**config.mk**
```make
export PLATFORM = sky130hd
export DESIGN_NAME = cvg_cursor_inject
export DESIGN_NICKNAME = d
export VERILOG_FILES = /design/src/rtl/cvg_cursor_pkg.sv /design/src/rtl/cvg_cursor_ctrl.sv /design/src/rtl/cvg_cursor_dp.sv /design/src/rtl/cvg_cursor_inject.sv
export SDC_FILE = /design/constraint.sdc
export NUM_CORES = 1
export LEC_CHECK = 0
export ABC_CLOCK_PERIOD_IN_PS = 2100
export BUFFER_PORTS_ARGS = -buffer_cell sky130_fd_sc_hd__buf_2
export CAP_MARGIN = 20
export CORE_ASPECT_RATIO = 0.75
export CORE_MARGIN = 5
export CORE_UTILIZATION = 51
export CTS_BUF_LIST = sky130_fd_sc_hd__clkbuf_2 sky130_fd_sc_hd__clkbuf_4 sky130_fd_sc_hd__clkbuf_8
export CTS_CLUSTER_DIAMETER = 200
export DETAILED_ROUTE_END_ITERATION = 8
export HOLD_SLACK_MARGIN = 0.02
export PLACE_DENSITY = 0.85
export SYNTH_ARGS = -nofsm -noshare
export SYNTH_HDL_FRONTEND = slang
export SYNTH_HIERARCHICAL = 1
export SYNTH_SLANG_ARGS = --single-unit
```
**constraint.sdc**
```tcl
create_clock -name clk -period 2.1 [get_ports clk]
set_clock_uncertainty 0.1 [all_clocks]
set_input_delay 0.105 -clock clk [delete_from_list [all_inputs] [get_ports clk]]
set_output_delay 0.105 -clock clk [all_outputs]
set_load 0.02 [all_outputs]
```
**src/rtl/cvg_cursor_pkg.sv**
```systemverilog
package cvg_cursor_pkg;
  localparam int NUM_CH = 3;

  typedef struct packed {
    logic load;   // capture constants this clock
    logic subst;  // replace dynamic samples with constants
    logic negH;   // negate horizontal substitutes
    logic negV;   // negate vertical substitutes
  } ctrlStrobe_t;
endpackage

```
**src/rtl/cvg_cursor_ctrl.sv**
```systemverilog
module cvg_cursor_ctrl
  import cvg_cursor_pkg::*;
(
  input  logic        clk,
  input  logic        rstN,
  input  logic        lineStart,
  input  logic        measLine,
  input  logic        cursorEn,
  input  logic        cursorVert,
  input  logic        polH,
  input  logic        polV,
  input  logic        insType,
  input  logic        insDir,
  output ctrlStrobe_t strb,
  output logic        measQ,
  output logic        vertQ,
  output logic        polHQ,
  output logic        insTypeQ,
  output logic        insDirQ
);
  logic enQ;
  logic polVQ;
  logic parityQ;
  logic firstLine;
  logic lineFlip;

  // The measuring flag rising at a line start marks the first measuring line.
  assign firstLine = measLine && !measQ;

  always_ff @(posedge clk) begin
    if (!rstN) begin
      enQ      <= 1'b0;
      vertQ    <= 1'b0;
      polHQ    <= 1'b0;
      polVQ    <= 1'b0;
      insTypeQ <= 1'b0;
      insDirQ  <= 1'b0;
      measQ    <= 1'b0;
      parityQ  <= 1'b0;
    end else if (lineStart) begin
      enQ      <= cursorEn;
      vertQ    <= cursorVert;
      polHQ    <= polH;
      polVQ    <= polV;
      insTypeQ <= insType;
      insDirQ  <= insDir;
      measQ    <= measLine;
      parityQ  <= firstLine ? 1'b0 : ~parityQ;
    end
  end

  // Vertical cursor alternates with parity; horizontal is negated on every line.
  assign lineFlip   = vertQ ? parityQ : 1'b1;

  assign strb.load  = lineStart;
  assign strb.subst = enQ && measQ;
  assign strb.negH  = lineFlip ^ polHQ;
  assign strb.negV  = lineFlip ^ polVQ;
endmodule

```
**src/rtl/cvg_cursor_dp.sv**
```systemverilog
module cvg_cursor_dp
  import cvg_cursor_pkg::*;
#(
  parameter int DATA_W = 8,
  parameter int GAIN_W = 8,
  parameter int LANES  = NUM_CH
) (
  input  logic                      clk,
  input  logic                      rstN,
  input  ctrlStrobe_t               strb,
  input  logic [LANES*DATA_W-1:0]   dynH,
  input  logic [LANES*DATA_W-1:0]   dynV,
  input  logic [LANES*DATA_W-1:0]   curH,
  input  logic [LANES*DATA_W-1:0]   curV,
  input  logic [GAIN_W-1:0]         coarseGain,
  input  logic [LANES*GAIN_W-1:0]   fineGain,
  output logic [LANES*DATA_W-1:0]   dacH,
  output logic [LANES*DATA_W-1:0]   dacV,
  output logic [GAIN_W-1:0]         coarseOut,
  output logic [LANES*GAIN_W-1:0]   fineOut
);
  localparam int VEC_W = LANES * DATA_W;
  localparam logic [DATA_W-1:0] MOST_NEG = {1'b1, {(DATA_W-1){1'b0}}};
  localparam logic [DATA_W-1:0] MOST_POS = {1'b0, {(DATA_W-1){1'b1}}};

  logic [VEC_W-1:0] curHQ;
  logic [VEC_W-1:0] curVQ;
  logic [VEC_W-1:0] dacHQ;
  logic [VEC_W-1:0] dacVQ;
  logic [GAIN_W-1:0] coarseQ;
  logic [LANES*GAIN_W-1:0] fineQ;
  logic [DATA_W-1:0] nextH [LANES];
  logic [DATA_W-1:0] nextV [LANES];

  function automatic logic [DATA_W-1:0] satNeg(input logic [DATA_W-1:0] v);
    logic [DATA_W-1:0] r;
    if (v == MOST_NEG) r = MOST_POS;
    else               r = ~v + 1'b1;
    return r;
  endfunction

  // Shadow copies of constants and gain words, taken at line start only.
  always_ff @(posedge clk) begin
    if (!rstN) begin
      curHQ   <= '0;
      curVQ   <= '0;
      coarseQ <= '0;
      fineQ   <= '0;
    end else if (strb.load) begin
      curHQ   <= curH;
      curVQ   <= curV;
      coarseQ <= coarseGain;
      fineQ   <= fineGain;
    end
  end

  for (genvar g = 0; g < LANES; g++) begin : g_lane
    logic [DATA_W-1:0] cH;
    logic [DATA_W-1:0] cV;
    logic [DATA_W-1:0] sH;
    logic [DATA_W-1:0] sV;
    assign cH = curHQ[g*DATA_W +: DATA_W];
    assign cV = curVQ[g*DATA_W +: DATA_W];
    assign sH = strb.negH ? satNeg(cH) : cH;
    assign sV = strb.negV ? satNeg(cV) : cV;
    assign nextH[g] = strb.subst ? sH : dynH[g*DATA_W +: DATA_W];
    assign nextV[g] = strb.subst ? sV : dynV[g*DATA_W +: DATA_W];
  end

  always_ff @(posedge clk) begin
    if (!rstN) begin
      dacHQ <= '0;
      dacVQ <= '0;
    end else begin
      for (int i = 0; i < LANES; i++) begin
        dacHQ[i*DATA_W +: DATA_W] <= nextH[i];
        dacVQ[i*DATA_W +: DATA_W] <= nextV[i];
      end
    end
  end

  assign dacH      = dacHQ;
  assign dacV      = dacVQ;
  assign coarseOut = coarseQ;
  assign fineOut   = fineQ;
endmodule

```
**src/rtl/cvg_cursor_inject.sv**
```systemverilog
module cvg_cursor_inject
  import cvg_cursor_pkg::*;
#(
  parameter int DATA_W = 8,
  parameter int GAIN_W = 8
) (
  input  logic                     clk,
  input  logic                     rstN,
  input  logic                     lineStart,
  input  logic                     measLine,
  input  logic                     cursorEn,
  input  logic                     cursorVert,
  input  logic                     polH,
  input  logic                     polV,
  input  logic                     insType,
  input  logic                     insDir,
  input  logic [3*DATA_W-1:0]      dynH,
  input  logic [3*DATA_W-1:0]      dynV,
  input  logic [3*DATA_W-1:0]      curH,
  input  logic [3*DATA_W-1:0]      curV,
  input  logic [GAIN_W-1:0]        coarseGain,
  input  logic [3*GAIN_W-1:0]      fineGain,
  output logic [3*DATA_W-1:0]      dacH,
  output logic [3*DATA_W-1:0]      dacV,
  output logic [GAIN_W-1:0]        coarseOut,
  output logic [3*GAIN_W-1:0]      fineOut,
  output logic                     insTypeOut,
  output logic                     insDirOut
);
  ctrlStrobe_t strb;
  logic measQ;
  logic vertQ;
  logic polHQ;

  cvg_cursor_ctrl u_ctrl (
    .clk       (clk),
    .rstN      (rstN),
    .lineStart (lineStart),
    .measLine  (measLine),
    .cursorEn  (cursorEn),
    .cursorVert(cursorVert),
    .polH      (polH),
    .polV      (polV),
    .insType   (insType),
    .insDir    (insDir),
    .strb      (strb),
    .measQ     (measQ),
    .vertQ     (vertQ),
    .polHQ     (polHQ),
    .insTypeQ  (insTypeOut),
    .insDirQ   (insDirOut)
  );

  cvg_cursor_dp #(
    .DATA_W(DATA_W),
    .GAIN_W(GAIN_W),
    .LANES (NUM_CH)
  ) u_dp (
    .clk       (clk),
    .rstN      (rstN),
    .strb      (strb),
    .dynH      (dynH),
    .dynV      (dynV),
    .curH      (curH),
    .curV      (curV),
    .coarseGain(coarseGain),
    .fineGain  (fineGain),
    .dacH      (dacH),
    .dacV      (dacV),
    .coarseOut (coarseOut),
    .fineOut   (fineOut)
  );
endmodule

```
==> results of run 1 <==
metal layers:
layer / vias to the layer above / share of wire [%] / routed length, µm / track usage (%)
li1: 2811 / - / - / -
met1: 2773 / 39 / 7890 / 33.5
met2: 293 / 51 / 10200 / 49.7
met3: 67 / 6.6 / 1340 / 7.16
met4: 0 / 3.4 / 683 / 12.0
met5: - / 0 / 0 / 0
state kept, by name, summed over array words and instances (netlist names):
register / cells
u_dp/curVQ: 24
u_dp/dacH: 24
u_ctrl/insDirQ: 1
u_ctrl/parityQ: 1
u_ctrl/insTypeQ: 1
u_ctrl/vertQ: 1
u_dp/curHQ: 24
u_ctrl/measQ: 1
u_dp/fineOut: 24
u_ctrl/polHQ: 1
u_ctrl/enQ: 1
u_ctrl/polVQ: 1
u_dp/coarseOut: 8
u_dp/dacV: 24
power by group through the flow:
stage / combinational, µW / clock (µW) / sequential [µW]
finish: 1330 / 2010 / 2860
global route: 1430 / 2180 / 2880
CTS: 1270 / 2040 / 2850
detailed placement: 1060 / 0 / 2900
global placement: 1040 / 0 / 2900
floorplan: 593 / 0 / 3000
synthesized netlist by cell type (2+ instances only):
| master | count | share of area, % |
|---|---|---|
| sky130_fd_sc_hd__o311ai_0 | 2 | 0.29 |
| sky130_fd_sc_hd__nand2b_1 | 3 | 0.31 |
| sky130_fd_sc_hd__o31a_1 | 2 | 0.29 |
| sky130_fd_sc_hd__inv_1 | 17 | 1.1 |
| sky130_fd_sc_hd__clkbuf_1 | 23 | 1.4 |
| sky130_fd_sc_hd__nand3_1 | 5 | 0.42 |
| sky130_fd_sc_hd__dfxtp_1 | 136 | 45 |
| sky130_fd_sc_hd__o311ai_1 | 3 | 0.44 |
| sky130_fd_sc_hd__nor2_1 | 7 | 0.44 |
| sky130_fd_sc_hd__a21oi_1 | 43 | 3.6 |
| sky130_fd_sc_hd__o31ai_1 | 7 | 0.88 |
| sky130_fd_sc_hd__or3_1 | 2 | 0.21 |
| sky130_fd_sc_hd__o21ai_0 | 56 | 4.7 |
| sky130_fd_sc_hd__o21ai_1 | 2 | 0.17 |
| sky130_fd_sc_hd__mux2i_1 | 94 | 16 |
| sky130_fd_sc_hd__nor4_1 | 2 | 0.21 |
| sky130_fd_sc_hd__nor4b_1 | 3 | 0.44 |
| sky130_fd_sc_hd__ha_1 | 6 | 1.3 |
| sky130_fd_sc_hd__o41ai_2 | 3 | 0.81 |
| sky130_fd_sc_hd__o31a_4 | 2 | 0.58 |
| sky130_fd_sc_hd__nand2_1 | 6 | 0.38 |
| sky130_fd_sc_hd__a21boi_1 | 2 | 0.25 |
| sky130_fd_sc_hd__or4_4 | 4 | 0.75 |
| sky130_fd_sc_hd__nand3b_1 | 4 | 0.50 |
| sky130_fd_sc_hd__buf_2 | 13 | 1.1 |
| sky130_fd_sc_hd__a31oi_1 | 4 | 0.42 |
| sky130_fd_sc_hd__xnor2_1 | 11 | 1.6 |
| sky130_fd_sc_hd__o21a_1 | 2 | 0.25 |
| sky130_fd_sc_hd__o211ai_1 | 3 | 0.38 |
| sky130_fd_sc_hd__or4_1 | 4 | 0.50 |
| sky130_fd_sc_hd__xor2_1 | 17 | 2.5 |
| sky130_fd_sc_hd__nor2b_1 | 92 | 9.6 |
worst register-to-register path: stages (launching register included):
cell                      delay [ns]
sky130_fd_sc_hd__dfxtp_1        0.36
sky130_fd_sc_hd__nor2b_2        0.34
sky130_fd_sc_hd__xnor2_4        0.23
sky130_fd_sc_hd__buf_4          0.21
sky130_fd_sc_hd__buf_4          0.17
sky130_fd_sc_hd__o21ai_0        0.16
sky130_fd_sc_hd__xor2_1         0.18
sky130_fd_sc_hd__a21oi_1        0.16
worst min-delay path by stage:
stage	from	end	slack, ns	cells after the start
2_1_floorplan	rstN	u_ctrl/enQ	0.13	1
3_3_place_gp	dynV[7]	u_dp/dacV[7]	0.25	3
3_5_place_dp	dynV[7]	u_dp/dacV[7]	0.25	3
4_1_cts	rstN	u_dp/dacH[9]	0.06	4
5_1_grt	rstN	u_dp/curHQ[0]	0.07	3
6_report	rstN	u_dp/curHQ[5]	0.08	3
layout by cell type, fill, tap and decap left out, types with 4 or more instances in the layout:
| master | count |
|---|---|
| sky130_fd_sc_hd__ha_1 | 6 |
| sky130_fd_sc_hd__buf_4 | 8 |
| sky130_fd_sc_hd__nand2_1 | 6 |
| sky130_fd_sc_hd__buf_12 | 4 |
| sky130_fd_sc_hd__nor2b_1 | 92 |
| sky130_fd_sc_hd__or4_1 | 4 |
| sky130_fd_sc_hd__nand3b_1 | 4 |
| sky130_fd_sc_hd__inv_1 | 17 |
| sky130_fd_sc_hd__dlygate4sd3_1 | 139 |
| sky130_fd_sc_hd__clkinvlp_4 | 5 |
| sky130_fd_sc_hd__buf_2 | 218 |
| sky130_fd_sc_hd__or4_4 | 4 |
| sky130_fd_sc_hd__a21oi_1 | 43 |
| sky130_fd_sc_hd__mux2i_1 | 94 |
| sky130_fd_sc_hd__clkbuf_8 | 18 |
| sky130_fd_sc_hd__nand3_1 | 5 |
| sky130_fd_sc_hd__xnor2_1 | 9 |
| sky130_fd_sc_hd__xor2_1 | 17 |
| sky130_fd_sc_hd__nor2_1 | 7 |
| sky130_fd_sc_hd__o21ai_0 | 56 |
| sky130_fd_sc_hd__dfxtp_1 | 136 |
| sky130_fd_sc_hd__o31ai_1 | 7 |
| sky130_fd_sc_hd__a31oi_1 | 4 |
logic make-up after synthesis:
family	share of synthesized area (%)
compound gates	14.1
xor+xnor	4.09
fa+ha+maj	1.25
buf+inv	4.03
flops	45.4
mux	15.7
simple gates	15.4
cell type report:
type | instances | area (µm²)
multi-input combinational | 408 | 3070
sequential | 136 | 2720
timing repair buffer | 369 | 2620
fill | 722 | 2500
clock buffer | 21 | 270
tap | 162 | 203
clock inverter | 11 | 101
inverter | 18 | 71.3
antenna | 2 | 5.00
through the flow:
step                area, µm²  utilization [%]  power (µW)  setup WS (ns)
finish                   9070             78.4        6200          0.114
global route             9070             78.4        6490         0.0340
CTS                      9040             78.1        6160         0.0696
detailed placement       7270             62.9        3970         0.0817
global placement         7270             62.9        3940          0.158
floorplan                6000                -        3590          0.421
timing repair:
action	in CTS	in global routing
hold buffers	139	0
endpoints found under the hold margin	136	0
buffers inserted	0	0
resized for setup	0	3
endpoints found under the setup margin	0	7
==> impl_metrics.yaml, run 1 <==
outcome:
  status: "complete, no violations"
routing:
  drc: 0
  routed-via-count: 5944
  firstDrtPassIters: 5
  routed_len_inst_um: 17.9
  antenna_left: 0
  drt_first_iter_violations: 386
  detail_route.wirelength_mm: 20.2
  avg_vias_per_cell: 5.27
timing:
  fin_crit_sh_pct: 94.6
  timing.final.hold_violations: 0
  rsz0062_at_grt: "false"
  fmaxAchievable_mhz: 504
  worst_pin_slew_ns: 0.587
  setup_total_negative_slack_ns: 0
  report.final.slew_viol_count: 0
  whs_ns: 0.0787
  post-route-min-period_ns: 1.99
  slew_headroom_pct: 60.5
  setup_violations: 0
global_routing:
  grt_start_max_net_pins: 72
  grt_antenna_before_repair: 2
  grt_pass1_vias: 6295
  grt_overflow: 0
  grt_first_pass_wirelength_mm: 32.5
  grt_usage_pct: 28.6
critical_path:
  worst-r2r-cell-count: 7
  cp-startpoint: "u_ctrl/parityQ"
  critical_path.endpoint: "u_dp/dacV[6]"
  timing.critical_path.slowest_cell_delay_ns: 0.36
  critPathCaptureType: "flip-flop"
  cp_num_cells: 7
  timing.rr.end: "u_dp/dacV[6]"
  crit_path_cell_trace: "nor2b_2 -> xnor2_4 -> buf_4 -> buf_4 -> o21ai_0 -> xor2_1 -> a21oi_1"
  crit_path_max_fanout: 10
  crit_path_frequent_cell: "sky130_fd_sc_hd__buf_4"
  worst-endpoint-arrival_ns: 2.23
  timing.reg2reg.setup_slack_ns: 0.11
  cpLargestDelayFamily: "XOR/XNOR gates"
  critical_path.reg2reg.startpoint: "u_ctrl/parityQ"
  worst-setup-path-type: "reg -> reg"
  critPathSlowestCell: "sky130_fd_sc_hd__dfxtp_1"
  timing.critical_path.buf_inv: 2
  cp.required_ns: 2.34
  critPathLaunchType: "flip-flop"
finish:
  final_nets: 1094
  final_layout_size_suffix_gt1_share_pct: 29.3
  instances_no_fill: 1127
  layout-area-overhead-vs-synth_pct: 51.2
job:
  max-cap-violations: 0
power_and_ir_drop:
  comb_power_share_pct: 21.5
  swShare_pct: 28.9
  netSwitchingPower_uw: 1790
  cell_internal_power_dissipation_uw: 4410
  sequentialPowerShare_pct: 46.1
  leakage_uw: 0.00420
  vdd_drop_max_v: 0.000510
  clockPowerShare_pct: 32.4
  cellPowerDensity_mw_per_mm2: 684
die:
  fp.dieH_um: 104
  core_mm2: 0.0116
  fp.dieW_um: 135
  boundaryPins: 220
  die_area_mm2: 0.0141
  start_util_pct: 51.8
  placementRows: 34
yosys:
  synth.distinct_cells: 53
  syn_inst: 601
  syn-num-nets: 745
  async_reset_ff_share_pct: 0
  ys_warn_count: 6
  seq_area_frac_synth_pct: 45.4
  mappedNetlistArea_mm2: 0.00600
  commonest_register_cell_after_synthesis: "sky130_fd_sc_hd__dfxtp_1"
  synth_enable_flop_cells: 0
  syn-mean-instance-area_um2: 9.98
  synth-seq-cells: 136
clocking:
  cts_made_buffers: 17
  htreeDepth: 4
  buffers_from_clock_root_to_sink_at_most: 2
  clock_insertion_delay_worst_skew_ns: 0.42
  cts-root-buf: "sky130_fd_sc_hd__clkbuf_8"
  clk_pin_slew_ns: 0.08
  clock_sink_count: 136
  cts_tree: "yes"
placed_design:
  port_buffers: 219
  post-dp-hpwl_mm: 11.1
  gp_routability_congestion: 0.813
  dp_cells: 954
hold_path:
  worstHoldPathType: "in -> reg"
No activity file was read; power rests on OpenSTA's default activity.
==> run 2: changes to the inputs <==
--- a/config.mk
+++ b/config.mk
@@ -5,6 +5,7 @@
 export SDC_FILE = /design/constraint.sdc
 export NUM_CORES = 1
 export LEC_CHECK = 0
+export ABC_AREA = 1
 export ABC_CLOCK_PERIOD_IN_PS = 2100
 export BUFFER_PORTS_ARGS = -buffer_cell sky130_fd_sc_hd__buf_2
 export CAP_MARGIN = 20
==> run 2 against run 1 <==
  * Die area fell by 0.73%
  * Global-route usage rose by 1.3 points
  * Largest power group unchanged
  * Critical path type is now in -> reg
  * Critical endpoint is now u_dp/curVQ[1]
  * Non-clock buffer count rose by 24
==> impl_metrics.yaml, run 2 <==
critical_path:
  worst-endpoint-arrival_ns: 2.37
  crit_path_cell_trace: "dlygate4sd3_1 -> buf_4 -> o21ai_0 -> dlygate4sd3_1 -> a21oi_1 -> dlygate4sd3_1"
  cp-startpoint: "rstN"
  worst-setup-path-type: "in -> reg"
  critPathLaunchType: "input port"
  cpLargestDelayFamily: "buffers and inverters"
  timing.critical_path.buf_inv: 4
  critical_path.reg2reg.startpoint: "u_ctrl/parityQ"
  crit_path_max_fanout: 31
  critPathSlowestCell: "sky130_fd_sc_hd__dlygate4sd3_1"
  cp.required_ns: 2.39
  critPathCaptureType: "flip-flop"
  timing.critical_path.slowest_cell_delay_ns: 0.57
  crit_path_frequent_cell: "sky130_fd_sc_hd__dlygate4sd3_1"
finish:
  num_antenna_cells: 0
  final_layout_size_suffix_gt1_share_pct: 26.0
  final_nets: 1303
  layout-area-overhead-vs-synth_pct: 52.9
  final_cell_mix: "sky130_fd_sc_hd__buf_2 (218), sky130_fd_sc_hd__dlygate4sd3_1 (160), sky130_fd_sc_hd__dfxtp_1 (136)"
  layout_commonest_cell: "sky130_fd_sc_hd__buf_2"
routing:
  detail_route.wirelength_mm: 21.4
  drt_first_iter_violations: 805
  routed_len_inst_um: 16.3
  antenna_left: 0
  drc: 0
  wl_met3_mm: 1.64
  avg_vias_per_cell: 5.32
  routed-via-count: 7002
  m1_wl_mm: 8.54
  firstDrtPassIters: 6
  met2WireLength_mm: 10.2
  top_signal_layer_used: "met4"
yosys:
  mappedNetlistArea_mm2: 0.00595
  synth_top_cells_by_count: "sky130_fd_sc_hd__dfxtp_1 (136), sky130_fd_sc_hd__nor2_1 (133), sky130_fd_sc_hd__o21ai_0 (126)"
  async_reset_ff_share_pct: 0
  syn_inst: 791
  synth.distinct_cells: 31
  leading_cell_types_by_total_area_after_synthesis: "sky130_fd_sc_hd__dfxtp_1 (46%), sky130_fd_sc_hd__o21ai_0 (11%), sky130_fd_sc_hd__nor2_1 (8.4%)"
  dominant_cell_type_by_area_after_synthesis: "sky130_fd_sc_hd__dfxtp_1"
  commonest_register_cell_after_synthesis: "sky130_fd_sc_hd__dfxtp_1"
  portion_of_synthesized_cell_area_occupied_by_the_leading_cell_type_pct: 45.8
  synth-seq-cells: 136
  seq_area_frac_synth_pct: 45.8
  ys_warn_count: 6
  yosys.cell_count.top_type: "sky130_fd_sc_hd__dfxtp_1"
  synth_enable_flop_cells: 0
  syn-num-nets: 935
  syn-mean-instance-area_um2: 7.52
clocking:
  clock_sink_count: 136
  cts_tree: "yes"
  cts-root-buf: "sky130_fd_sc_hd__clkbuf_8"
  clock_insertion_delay_worst_skew_ns: 0.44
  htreeDepth: 4
  clk_pin_slew_ns: 0.09
  cts_made_buffers: 17
  buffers_from_clock_root_to_sink_at_most: 2
  number_of_buffers_added_for_setup_after_cts: 0
die:
  fp.dieH_um: 104
  boundaryPins: 220
  core_mm2: 0.0115
  fp.dieW_um: 135
  die_area_mm2: 0.0139
  placementRows: 34
  start_util_pct: 51.8
timing:
  setup_slack_ns: 0.0184
  worst_pin_slew_ns: 0.469
  setup_violations: 0
  post-route-min-period_ns: 2.08
  fin_crit_sh_pct: 99.1
  fmaxAchievable_mhz: 480
  report.final.slew_viol_count: 0
  setup_total_negative_slack_ns: 0
  rsz0062_at_grt: "false"
  slew_headroom_pct: 68.7
  timing.final.hold_violations: 0
global_routing:
  grt_start_max_net_pins: 82
  grt_pass1_vias: 6812
  grt_usage_pct: 30.0
  grt_overflow: 0
  grt_first_pass_wirelength_mm: 33.8
  grt_antenna_before_repair: 0
power_and_ir_drop:
  vdd_drop_max_v: 0.000678
  cellPowerDensity_mw_per_mm2: 729
  leakage_uw: 0.00440
placed_design:
  post-dp-hpwl_mm: 12.5
  detailedPlace.worstSlack_ns: 0.249
  gp_routability_congestion: 0.886
  port_buffers: 219
outcome:
  status: "complete, no violations"
job:
  max-cap-violations: 0
hold_path:
  min_from: "lineStart"
  worstHoldPathType: "in -> reg"
-- run 2: cell count changes in the layout (fill, tap and decap cells not counted), sizes merged, moves of 10 or more --
| cell | previous run | this run |
|---|---|---|
| nor2 | 7 | 143 |
| nand2 | 6 | 105 |
| mux2i | 94 | 0 |
| nor2b | 93 | 0 |
| o21ai | 58 | 139 |
| inv | 17 | 80 |
| nand3 | 5 | 33 |
| dlygate4sd3 | 139 | 160 |
| a31oi | 4 | 20 |
| o211ai | 3 | 16 |
| xor2 | 17 | 6 |
| a21oi | 43 | 53 |
-- run 2: cell type report --
| cell class | instances | area (µm²) |
|---|---|---|
| fillers | 758 | 2390 |
| clock buffers | 21 | 283 |
| repair buffers | 393 | 2820 |
| well taps | 144 | 180 |
| clock inverters | 10 | 144 |
| flip-flops and latches | 136 | 2720 |
| multi-input cells | 530 | 2640 |
| inverters | 81 | 310 |
-- run 2: where the power goes --
part / total, µW / leakage (µW) / internal, µW / switching, µW
Combinational: 1440 / 0.00306 / 627 / 816
Sequential: 2860 / 0.00113 / 2760 / 106
Clock: 2320 / 0.000208 / 1280 / 1040
-- run 2: tightest hold or removal path, cell delays in order --
cell,delay [ns]
sky130_fd_sc_hd__buf_2,0.12
sky130_fd_sc_hd__clkinv_2,0.22
sky130_fd_sc_hd__a21oi_1,0.11
-- run 2: through the flow --
stage               hold WS [ns]  util, %  power (µW)  instances  instance area (µm²)
global route              0.0452     79.2        6920       1315                 9100
global placement           0.224     61.5        4020       1124                 7060
floorplan                  0.116        -        3670        791                 5950
detailed placement         0.232     61.5        4050       1124                 7060
CTS                       0.0218     79.1        6570       1315                 9090
finish                    0.0561     79.2        6630       1315                 9100
-- run 2: kinds of logic after synthesis --
kind of cell | after synthesis | synth area share (%)
buffers and inverters | 125 | 10.1
adder cells (fa/ha/maj) | 6 | 1.26
flip-flops | 136 | 45.8
AO/OA/AOI/OAI | 229 | 21.1
AND/OR/NAND/NOR | 285 | 20.3
XOR/XNOR | 10 | 1.47
-- run 2: what timing repair did --
| action | 4_1_cts | 5_1_grt |
|---|---|---|
| gates resized for setup | 0 | 1 |
| hold buffers | 160 | 0 |
| setup endpoints to repair | 0 | 1 |
| hold endpoints to repair | 136 | 0 |
-- run 2: worst paths after layout --
path                                       to  slack, ns  cells past startpoint
worst min-delay path            u_dp/curVQ[5]       0.06                      3
worst min register to register   u_dp/dacH[5]       0.39                      2
worst max register to register  u_dp/dacH[13]       0.15                      7
worst max-delay path            u_dp/curVQ[1]       0.02                      6
-- run 2: metal layers --
metal / up-vias / global-route usage (%)
li1: 3320 / -
met2: 415 / 49.5
met3: 110 / 6.78
met4: 0 / 16.5
met5: - / 0
met1: 3157 / 36.0
==> run 3: changes to the inputs <==
--- a/config.mk
+++ b/config.mk
@@ -6,17 +6,17 @@
 export NUM_CORES = 1
 export LEC_CHECK = 0
 export ABC_AREA = 1
-export ABC_CLOCK_PERIOD_IN_PS = 2100
+export ABC_CLOCK_PERIOD_IN_PS = 2400
 export BUFFER_PORTS_ARGS = -buffer_cell sky130_fd_sc_hd__buf_2
 export CAP_MARGIN = 20
 export CORE_ASPECT_RATIO = 0.75
 export CORE_MARGIN = 5
-export CORE_UTILIZATION = 51
+export CORE_UTILIZATION = 55
 export CTS_BUF_LIST = sky130_fd_sc_hd__clkbuf_2 sky130_fd_sc_hd__clkbuf_4 sky130_fd_sc_hd__clkbuf_8
 export CTS_CLUSTER_DIAMETER = 200
 export DETAILED_ROUTE_END_ITERATION = 8
 export HOLD_SLACK_MARGIN = 0.02
-export PLACE_DENSITY = 0.85
+export PLACE_DENSITY = 0.91
 export SYNTH_ARGS = -nofsm -noshare
 export SYNTH_HDL_FRONTEND = slang
 export SYNTH_HIERARCHICAL = 1
==> constraint.sdc (replaced) <==
create_clock -name clk -period 2.4 [get_ports clk]
set_clock_uncertainty 0.1 [all_clocks]
set_input_delay 0.12 -clock clk [delete_from_list [all_inputs] [get_ports clk]]
set_output_delay 0.12 -clock clk [all_outputs]
set_load 0.02 [all_outputs]
==> run 3 against run 2 <==
  * Power shrank 14%
  * Largest power group unchanged
  * Sequential share of layout area grew 1.0 points
  * Non-clock buffer count shrank 29
  * Register-to-register slack gained 0.13 ns
  * Wire length grew 3.3%
  * Hold slack lost 0.0022 ns
==> impl_metrics.yaml, run 3 (synthesis results as in run 2) <==
critical_path:
  crit_path_max_fanout: 19
  worst-endpoint-arrival_ns: 2.36
  critPathCaptureType: "flip-flop"
  critPathLaunchType: "flip-flop"
  cp.required_ns: 2.64
  worst-setup-path-type: "reg -> reg"
clocking:
  htreeDepth: 4
  cts_tree: "yes"
  clock_sink_count: 136
  cts-root-buf: "sky130_fd_sc_hd__clkbuf_8"
  number_of_buffers_added_for_setup_after_cts: 0
  buffers_from_clock_root_to_sink_at_most: 2
  cts_made_buffers: 17
  clock_insertion_delay_worst_skew_ns: 0.44
  clk_pin_slew_ns: 0.08
global_routing:
  grt-busiest-layer: "met2"
  grt_start_max_net_pins: 52
  grtUsageMet3_pct: 9.26
  met1_usage_pct: 37.7
  grt_usage_pct: 33.8
  grt_overflow: 0
  grt_first_pass_wirelength_mm: 34.7
  grt_antenna_before_repair: 0
  grt_pass1_vias: 7213
  groute.layer.met2.usage_pct: 57.6
routing:
  firstDrtPassIters: 6
  antenna_left: 0
  avg_vias_per_cell: 5.48
  routed-via-count: 7007
  drc: 0
  drt_first_iter_violations: 684
  detail_route.wirelength_mm: 22.1
  routed_len_inst_um: 17.3
power_and_ir_drop:
  vdd_drop_max_v: 0.000572
  leakage_uw: 0.00427
  cellPowerDensity_mw_per_mm2: 648
die:
  placementRows: 32
  boundaryPins: 220
  die_area_mm2: 0.0130
  fp.dieH_um: 100
  core_mm2: 0.0104
  start_util_pct: 57.2
  fp.dieW_um: 130
timing:
  slew_headroom_pct: 60.9
  fin_crit_sh_pct: 88.2
  setup_total_negative_slack_ns: 0
  rsz0062_at_grt: "false"
  worst_pin_slew_ns: 0.585
  report.final.slew_viol_count: 0
  setup_violations: 0
  post-route-min-period_ns: 2.12
  fmaxAchievable_mhz: 472
  timing.final.hold_violations: 0
  whs_ns: 0.0539
finish:
  layout-area-overhead-vs-synth_pct: 47.9
  final_cell_mix: "sky130_fd_sc_hd__buf_2 (218), sky130_fd_sc_hd__dfxtp_1 (136), sky130_fd_sc_hd__dlygate4sd3_1 (135)"
  fillers: 592
  layout_commonest_cell: "sky130_fd_sc_hd__buf_2"
  final_layout_size_suffix_gt1_share_pct: 26.2
  num_antenna_cells: 0
  final_nets: 1274
outcome:
  status: "complete, no violations"
placed_design:
  gp_routability_congestion: 0.913
  post-dp-hpwl_mm: 12.5
  port_buffers: 219
job:
  max-cap-violations: 0
hold_path:
  worstHoldPathType: "in -> reg"
[run 3: path summary, 6_finish.rpt]
path                        end  slack [ns]  cells past startpoint            from
setup / recovery  u_dp/dacV[18]        0.28                      9  u_ctrl/parityQ
hold / removal    u_dp/curHQ[2]        0.05                      3            rstN
setup reg to reg  u_dp/dacV[18]        0.28                      9  u_ctrl/parityQ
hold reg to reg    u_dp/dacH[6]        0.38                      2   u_dp/curHQ[6]
[run 3: final cells by class]
| cell class | count | area [µm²] | share of cell area, % |
|---|---|---|---|
| sequential | 136 | 2720 | 30.9 |
| multi-input combinational | 530 | 2630 | 29.9 |
| timing repair buffer | 364 | 2550 | 29.0 |
| clock buffer | 26 | 327 | 3.71 |
| inverter | 81 | 310 | 3.53 |
| tap | 136 | 170 | 1.93 |
| clock inverter | 6 | 88.8 | 1.01 |
[run 3: worst max-delay path: stages, from the launching register on]
cell	delay, ns
sky130_fd_sc_hd__dfxtp_1	0.35
sky130_fd_sc_hd__inv_1	0.06
sky130_fd_sc_hd__nand2_1	0.12
sky130_fd_sc_hd__xor2_1	0.50
sky130_fd_sc_hd__inv_2	0.28
sky130_fd_sc_hd__nor2_1	0.21
sky130_fd_sc_hd__xor2_1	0.19
sky130_fd_sc_hd__nand2_1	0.07
sky130_fd_sc_hd__o211ai_1	0.07
sky130_fd_sc_hd__inv_1	0.05
[run 3: what timing repair did]
action / 4_1_cts / 5_1_grt
endpoints found under the hold margin: 136 / 0
endpoints found under the setup margin: 0 / 0
hold buffers: 135 / 0
resized for setup: 0 / 0
[run 3: per-layer routing]
| metal | share of wire (%) | vias up |
|---|---|---|
| met4 | 5.2 | 0 |
| met5 | 0 | - |
| li1 | - | 3265 |
| met3 | 9.9 | 114 |
| met2 | 48 | 472 |
| met1 | 36 | 3156 |
[run 3: metrics by stage]
stage	power, µW	util [%]	worst slack (ns)	instances	instance area [µm²]
detailed placement	3540	67.6	0.311	1112	7030
finish	5700	84.5	0.283	1279	8800
floorplan	3210	-	0.898	791	5950
CTS	5610	84.5	0.313	1279	8800
global route	5930	84.5	0.0729	1279	8800
global placement	3510	67.6	0.436	1112	7030
[run 3: report_power, final]
part / switching, µW / internal, µW
combinational: 728 / 511
clock: 863 / 1090
sequential: 93.3 / 2410
